`src/rtl/sdm_pkg.sv`:
```
package sdm_pkg;

    typedef enum logic [1:0] {
        SDM_IDLE = 2'd0,
        SDM_RUN  = 2'd1,
        SDM_FIX  = 2'd2
    } sdm_state_e;

endpackage

```
`src/rtl/sdm_ctrl.sv`:
```
module sdm_ctrl
    import sdm_pkg::*;
#(
    parameter int WIDTH = 8
) (
    input  logic clk,
    input  logic rst_n,
    input  logic start,
    output logic load,
    output logic step,
    output logic fix,
    output logic busy
);

    localparam int CW = $clog2(WIDTH + 1);
    localparam logic [CW-1:0] LAST = CW'(WIDTH - 1);

    typedef struct packed {
        sdm_state_e     st;
        logic [CW-1:0]  cnt;
    } ctrl_s;

    ctrl_s ctl_d, ctl_q;

    always_comb begin
        ctl_d = ctl_q;
        load  = 1'b0;
        step  = 1'b0;
        fix   = 1'b0;
        case (ctl_q.st)
            SDM_IDLE: begin
                if (start) begin
                    load       = 1'b1;
                    ctl_d.st   = SDM_RUN;
                    ctl_d.cnt  = '0;
                end
            end
            SDM_RUN: begin
                step = 1'b1;
                if (ctl_q.cnt == LAST) begin
                    ctl_d.st = SDM_FIX;
                end else begin
                    ctl_d.cnt = ctl_q.cnt + CW'(1);
                end
            end
            SDM_FIX: begin
                fix      = 1'b1;
                ctl_d.st = SDM_IDLE;
            end
            default: ctl_d.st = SDM_IDLE;
        endcase
    end

    always_ff @(posedge clk or negedge rst_n) begin
        if (!rst_n) begin
            ctl_q.st  <= SDM_IDLE;
            ctl_q.cnt <= '0;
        end else begin
            ctl_q <= ctl_d;
        end
    end

    assign busy = (ctl_q.st != SDM_IDLE);

    // the iteration counter never passes the last step
    p_cnt_range_r6: assert property (@(posedge clk) disable iff (!rst_n)
        (ctl_q.st == SDM_RUN) |-> (ctl_q.cnt <= LAST));

    // the correction cycle always directly follows an iteration
    p_fix_after_step_r6: assert property (@(posedge clk) disable iff (!rst_n)
        fix |-> $past(step));

    // a new operation is never loaded while one is running
    p_no_reload_r8: assert property (@(posedge clk) disable iff (!rst_n)
        (step || fix) |-> !load);

endmodule

```
`src/rtl/sdm_step.sv`:
```
module sdm_step #(
    parameter int WIDTH = 8
) (
    input  logic [WIDTH-1:0] part_rem,
    input  logic [WIDTH-1:0] quo_sr,
    input  logic [WIDTH-1:0] dmag,
    output logic [WIDTH-1:0] next_rem,
    output logic [WIDTH-1:0] next_quo
);

    logic [WIDTH:0] shifted;
    logic [WIDTH:0] trial;
    logic           qbit;

    always_comb begin
        shifted = {part_rem, quo_sr[WIDTH-1]};
        trial   = shifted - {1'b0, dmag};
        qbit    = ~trial[WIDTH];
        if (qbit) begin
            next_rem = trial[WIDTH-1:0];
        end else begin
            next_rem = shifted[WIDTH-1:0];
        end
        next_quo = {quo_sr[WIDTH-2:0], qbit};
    end

endmodule

```
`src/rtl/sdm_fixup.sv`:
```
module sdm_fixup #(
    parameter int WIDTH = 8
) (
    input  logic [WIDTH-1:0] rmag,
    input  logic [WIDTH-1:0] qmag,
    input  logic             neg_a,
    input  logic [WIDTH-1:0] bval,
    input  logic             zero_div,
    output logic [WIDTH-1:0] rem_v,
    output logic [WIDTH-1:0] mod_v,
    output logic [WIDTH-1:0] quo_v
);

    logic             neg_b;
    logic [WIDTH-1:0] r_signed;
    logic [WIDTH-1:0] q_signed;
    logic             wrap;

    always_comb begin
        neg_b    = bval[WIDTH-1];
        r_signed = neg_a ? (~rmag + WIDTH'(1)) : rmag;
        q_signed = (neg_a ^ neg_b) ? (~qmag + WIDTH'(1)) : qmag;
        wrap     = (r_signed != '0) && (r_signed[WIDTH-1] != neg_b);
        if (zero_div) begin
            rem_v = '0;
            mod_v = '0;
            quo_v = '0;
        end else begin
            rem_v = r_signed;
            mod_v = wrap ? (r_signed + bval) : r_signed;
            quo_v = q_signed;
        end
    end

endmodule

```
`src/rtl/sdm_unit.sv`:
```
module sdm_unit #(
    parameter int WIDTH = 8
) (
    input  logic             clk,
    input  logic             rst_n,
    input  logic             start,
    input  logic [WIDTH-1:0] dividend,
    input  logic [WIDTH-1:0] divisor,
    output logic             busy,
    output logic             done,
    output logic [WIDTH-1:0] rem_out,
    output logic [WIDTH-1:0] mod_out,
    output logic [WIDTH-1:0] quo_out,
    output logic             div_zero
);

    typedef struct packed {
        logic [WIDTH-1:0] a;
        logic [WIDTH-1:0] b;
        logic [WIDTH-1:0] dmag;
        logic [WIDTH-1:0] prem;
        logic [WIDTH-1:0] pquo;
        logic [WIDTH-1:0] rem;
        logic [WIDTH-1:0] mdl;
        logic [WIDTH-1:0] quo;
        logic             zd;
        logic             dz;
        logic             done;
    } dp_s;

    function automatic logic [WIDTH-1:0] mag(input logic [WIDTH-1:0] v);
        return v[WIDTH-1] ? (~v + WIDTH'(1)) : v;
    endfunction

    dp_s dp_d, dp_q;

    logic             load, step, fix;
    logic [WIDTH-1:0] st_rem, st_quo;
    logic [WIDTH-1:0] fx_rem, fx_mod, fx_quo;

    sdm_ctrl #(.WIDTH(WIDTH)) u_ctrl (
        .clk   (clk),
        .rst_n (rst_n),
        .start (start),
        .load  (load),
        .step  (step),
        .fix   (fix),
        .busy  (busy)
    );

    sdm_step #(.WIDTH(WIDTH)) u_step (
        .part_rem (dp_q.prem),
        .quo_sr   (dp_q.pquo),
        .dmag     (dp_q.dmag),
        .next_rem (st_rem),
        .next_quo (st_quo)
    );

    sdm_fixup #(.WIDTH(WIDTH)) u_fix (
        .rmag     (dp_q.prem),
        .qmag     (dp_q.pquo),
        .neg_a    (dp_q.a[WIDTH-1]),
        .bval     (dp_q.b),
        .zero_div (dp_q.zd),
        .rem_v    (fx_rem),
        .mod_v    (fx_mod),
        .quo_v    (fx_quo)
    );

    always_comb begin
        dp_d      = dp_q;
        dp_d.done = 1'b0;
        if (load) begin
            dp_d.a    = dividend;
            dp_d.b    = divisor;
            dp_d.dmag = mag(divisor);
            dp_d.pquo = mag(dividend);
            dp_d.prem = '0;
            dp_d.zd   = (divisor == '0);
        end
        if (step) begin
            dp_d.prem = st_rem;
            dp_d.pquo = st_quo;
        end
        if (fix) begin
            dp_d.rem  = fx_rem;
            dp_d.mdl  = fx_mod;
            dp_d.quo  = fx_quo;
            dp_d.dz   = dp_q.zd;
            dp_d.done = 1'b1;
        end
    end

    always_ff @(posedge clk or negedge rst_n) begin
        if (!rst_n) begin
            dp_q <= '0;
        end else begin
            dp_q <= dp_d;
        end
    end

    assign done     = dp_q.done;
    assign rem_out  = dp_q.rem;
    assign mod_out  = dp_q.mdl;
    assign quo_out  = dp_q.quo;
    assign div_zero = dp_q.dz;

    p_done_pulse_r6: assert property (@(posedge clk) disable iff (!rst_n)
        done |=> !done);

    p_rem_sign_r1: assert property (@(posedge clk) disable iff (!rst_n)
        (done && (rem_out != '0)) |-> (rem_out[WIDTH-1] == dp_q.a[WIDTH-1]));

    p_mod_sign_r2: assert property (@(posedge clk) disable iff (!rst_n)
        (done && (mod_out != '0)) |-> (mod_out[WIDTH-1] == dp_q.b[WIDTH-1]));

    p_mag_bound_r3: assert property (@(posedge clk) disable iff (!rst_n)
        (done && !div_zero) |->
            ((mag(rem_out) < mag(dp_q.b)) && (mag(mod_out) < mag(dp_q.b))));

    p_zero_results_r7: assert property (@(posedge clk) disable iff (!rst_n)
        (done && div_zero) |-> ((rem_out == '0) && (mod_out == '0) && (quo_out == '0)));

    p_operands_hold_r8: assert property (@(posedge clk) disable iff (!rst_n)
        (busy && start) |=> ($stable(dp_q.a) && $stable(dp_q.b)));

    p_results_hold_r9: assert property (@(posedge clk) disable iff (!rst_n)
        !done |-> ($stable(rem_out) && $stable(mod_out) && $stable(quo_out) && $stable(div_zero)));

endmodule

```
`config.mk`:
```
export PLATFORM = sky130hd
export DESIGN_NAME = sdm_unit
export DESIGN_NICKNAME = d
export VERILOG_FILES = /design/src/rtl/sdm_pkg.sv /design/src/rtl/sdm_ctrl.sv /design/src/rtl/sdm_step.sv /design/src/rtl/sdm_fixup.sv /design/src/rtl/sdm_unit.sv
export SDC_FILE = /design/constraint.sdc
export NUM_CORES = 1
export LEC_CHECK = 0
export ABC_AREA = 1
export CORE_MARGIN = 3
export CORE_UTILIZATION = 57
export DETAILED_ROUTE_END_ITERATION = 8
export PLACE_DENSITY_LB_ADDON = 0.2
export RECOVER_POWER = 50
export SLEW_MARGIN = 10
export SYNTH_ARGS = -nofsm -noshare
export SYNTH_HDL_FRONTEND = slang
export SYNTH_SLANG_ARGS = --single-unit
```
`constraint.sdc`:
```
create_clock -name clk -period 2.58 [get_ports clk]
set_clock_uncertainty 0.1 [all_clocks]
set_input_delay 0.774 -clock clk [delete_from_list [all_inputs] [get_ports clk]]
set_output_delay 0.774 -clock clk [all_outputs]
set_load 0.01 [all_outputs]
```
==> qor.yml <==
timing:
  setup_violations: 0
  relSlewSlack_pct: -3.29
  hold_viol_final: 0
  min_period_ps: 2380
  fin_crit_sh_pct: 92.4
  slew_violations: 66
  rsz0062_at_grt: "no"
  setup_tns_ps: 0
  tightest_slew_ps: 1550
  fmax_mhz: 420
final_layout:
  syn_to_final_growth_pct: 14.6
  postLayoutCoreUtil_pct: 69.0
  finish.net_count: 626
  antennaDiodeCount: 0
  fillerInstances: 570
  drive_above_1_share_pct: 8.49
  final_cells: 685
logic_synthesis:
  yosysWarnings: 0
  synth_seq_cells: 65
  syn-instance-count: 552
  syn-num-nets: 594
  synth_area_um2: 4200
  avgSynthCellArea_um2: 7.62
  yosysSeqAreaShare_pct: 38.7
  yosysUniqueCellTypes: 32
setup_path:
  cp-end-kind: "flop"
  cp.required_ps: 2700
  cp_max_fo: 9
  crit_type: "flop to flop"
  crit_arrival_ps: 2500
  worst_setup_path_start_kind: "flop"
global_route:
  grt_usage_pct: 22.8
  first_global_vias: 3338
  grt_max_degree: 66
  grt-ovfl-total: 0
  antenna_found_initial: 0
  grt_first_pass_wirelength_um: 15500
cts:
  insertion_delay_ps: 350
  cts_root_buffer: "clkbuf_8"
  cts_tree: "yes"
  hold_buffers: 0
  cts.reportedPaths.clkPinSlew_ps: 80
  cts_sinks: 65
  htree_levels: 3
  clock_path_buffers: 2
  numCtsBuffers: 9
routing:
  drt-wirelength-per-cell_um: 13.3
  viasPerCell: 5.36
  dr_total_vias: 3671
  drc: 0
  postRouteAntennaNets: 0
  dr.pass1.iters: 5
  drt_iter0_markers: 233
  finalWirelength_um: 9130
floorplanning:
  die_y_um: 91.9
  num_io_pins: 46
  dieArea_um2: 8440
  placementRows: 30
  start_util_pct: 60.2
  dieWidth_um: 91.9
  core_um2: 6980
power:
  ir_worst_vdd_mv: 0.682
  powerDensity_nw_per_um2: 1440
  leakage_nw: 2.42
worst_hold_path:
  hp-class: "flop to flop"
status:
  outcome: "finished with violations"
  violations: "max-capacitance violations, max-slew violations"
place:
  hpwlAfterDp_um: 6950
  gp_congestion: 0.860
  port_buffers: 45
  numPlacedInstances: 666
job:
  max_cap_violations: 1
==> routing by layer <==
metal / global-route usage, % / vias to the layer above / share of wire [%]
li1: - / 1841 / -
met1: 30.3 / 1683 / 43
met2: 36.7 / 133 / 49
met3: 5.66 / 14 / 6.5
met4: 7.43 / 0 / 1.6
met5: 0 / - / 0
==> Yosys cell counts, drive strengths merged <==
cell,instances,area [µm²]
or2,1,6.26
o221ai,2,17.5
a22oi,8,60.1
o211ai,4,30.0
buf,30,213
clkbuf,5,18.8
xnor2,4,35.0
o31ai,2,15.0
nand3,67,358
nor2,30,143
o21ai,51,255
o41ai,1,8.76
nand4,4,25.0
ha,21,263
xor2,10,87.6
nand2,142,571
a21oi,16,80.1
fa,2,40.0
o21bai,3,22.5
o22ai,1,6.26
inv,77,289
nor3,5,25.0
o32ai,1,8.76
dfrtp,65,1630
==> cell families after synthesis <==
kind of cell,Yosys count,synth area share [%]
buf+inv,112,12.4
xor+xnor,14,2.92
simple gates,249,26.8
fa+ha+maj,23,7.20
compound gates,89,12.0
flops,65,38.7
==> critical path: stages, from the launching register on <==
cell and delay (ps):
dfrtp_1 420, inv_1 90, ha_1 140, inv_1 60, fa_1 410, nand3_1 110
nand3_2 80, nand2_1 80, nor2_2 50, nand2_1 90, nand3_2 200, nand2_4 190
nand2_1 80, nand3_1 70, o21ai_0 90
==> placed cells by master, fill, tap and decap left out, types with 9 or more instances in the layout <==
cell             instances
nand2_1                133
nor2_1                  23
nand3_1                 64
inv_1                   76
dfrtp_1                 64
xor2_1                  10
clkbuf_8                 9
a21oi_1                 16
o21ai_0                 49
ha_1                    20
clkdlybuf4s50_1         43
==> sequential cells by signal, indices dropped and copies added, names as in the netlist <==
name / count
div_zero: 1
dp_q: 33
rem_out: 8
done: 1
quo_out: 8
u_ctrl.ctl_q: 6
mod_out: 8
==> stage by stage <==
step / setup WS [ps] / instance area, µm² / total power, mW / hold slack [ps]
3_5_place_dp: 93.6 / 4610 / 5.94 / 364
5_1_grt: 12.2 / 4820 / 7.60 / 411
6_report: 196 / 4820 / 6.91 / 378
4_1_cts: 90.5 / 4810 / 6.85 / 333
2_1_floorplan: 241 / 4200 / 4.99 / 350
3_3_place_gp: 205 / 4610 / 5.80 / 362
==> timing repair <==
| action | in CTS | in global routing |
|---|---|---|
| gates resized for setup | 0 | 6 |
| setup endpoints to repair | 0 | 3 |
| setup buffers | 0 | 3 |
==> area by class of cell <==
type / instances / area [µm²] / share of cell area, %
multi-input cells: 375 / 2060 / 42.8
flip-flops and latches: 65 / 1630 / 33.8
repair buffers: 56 / 518 / 10.8
inverters: 77 / 289 / 6.00
clock buffers: 9 / 124 / 2.57
well taps: 96 / 120 / 2.49
clock inverters: 7 / 77.6 / 1.61
==> where the power goes <==
group | internal (mW) | switching [mW]
combinational | 1.69 | 2.49
clock | 0.454 | 0.429
sequential | 1.48 | 0.370
==> worst paths after layout <==
path	from	endpoint	slack [ps]	cells past startpoint
setup reg to reg	dp_q[34]$_DFFE_PN0P_	dp_q[36]$_DFFE_PN0P_	200	14
hold reg to reg	mod_out[3]$_DFFE_PN0P_	mod_out[3]$_DFFE_PN0P_	380	2
hold / removal	mod_out[3]$_DFFE_PN0P_	mod_out[3]$_DFFE_PN0P_	380	2
max in group asynchronous	rst_n	dp_q[35]$_DFFE_PN0P_	590	2
min in group asynchronous	rst_n	dp_q[38]$_DFFE_PN0P_	790	2
setup / recovery	dp_q[34]$_DFFE_PN0P_	dp_q[36]$_DFFE_PN0P_	200	14
Power figures use the tool's default switching activity.
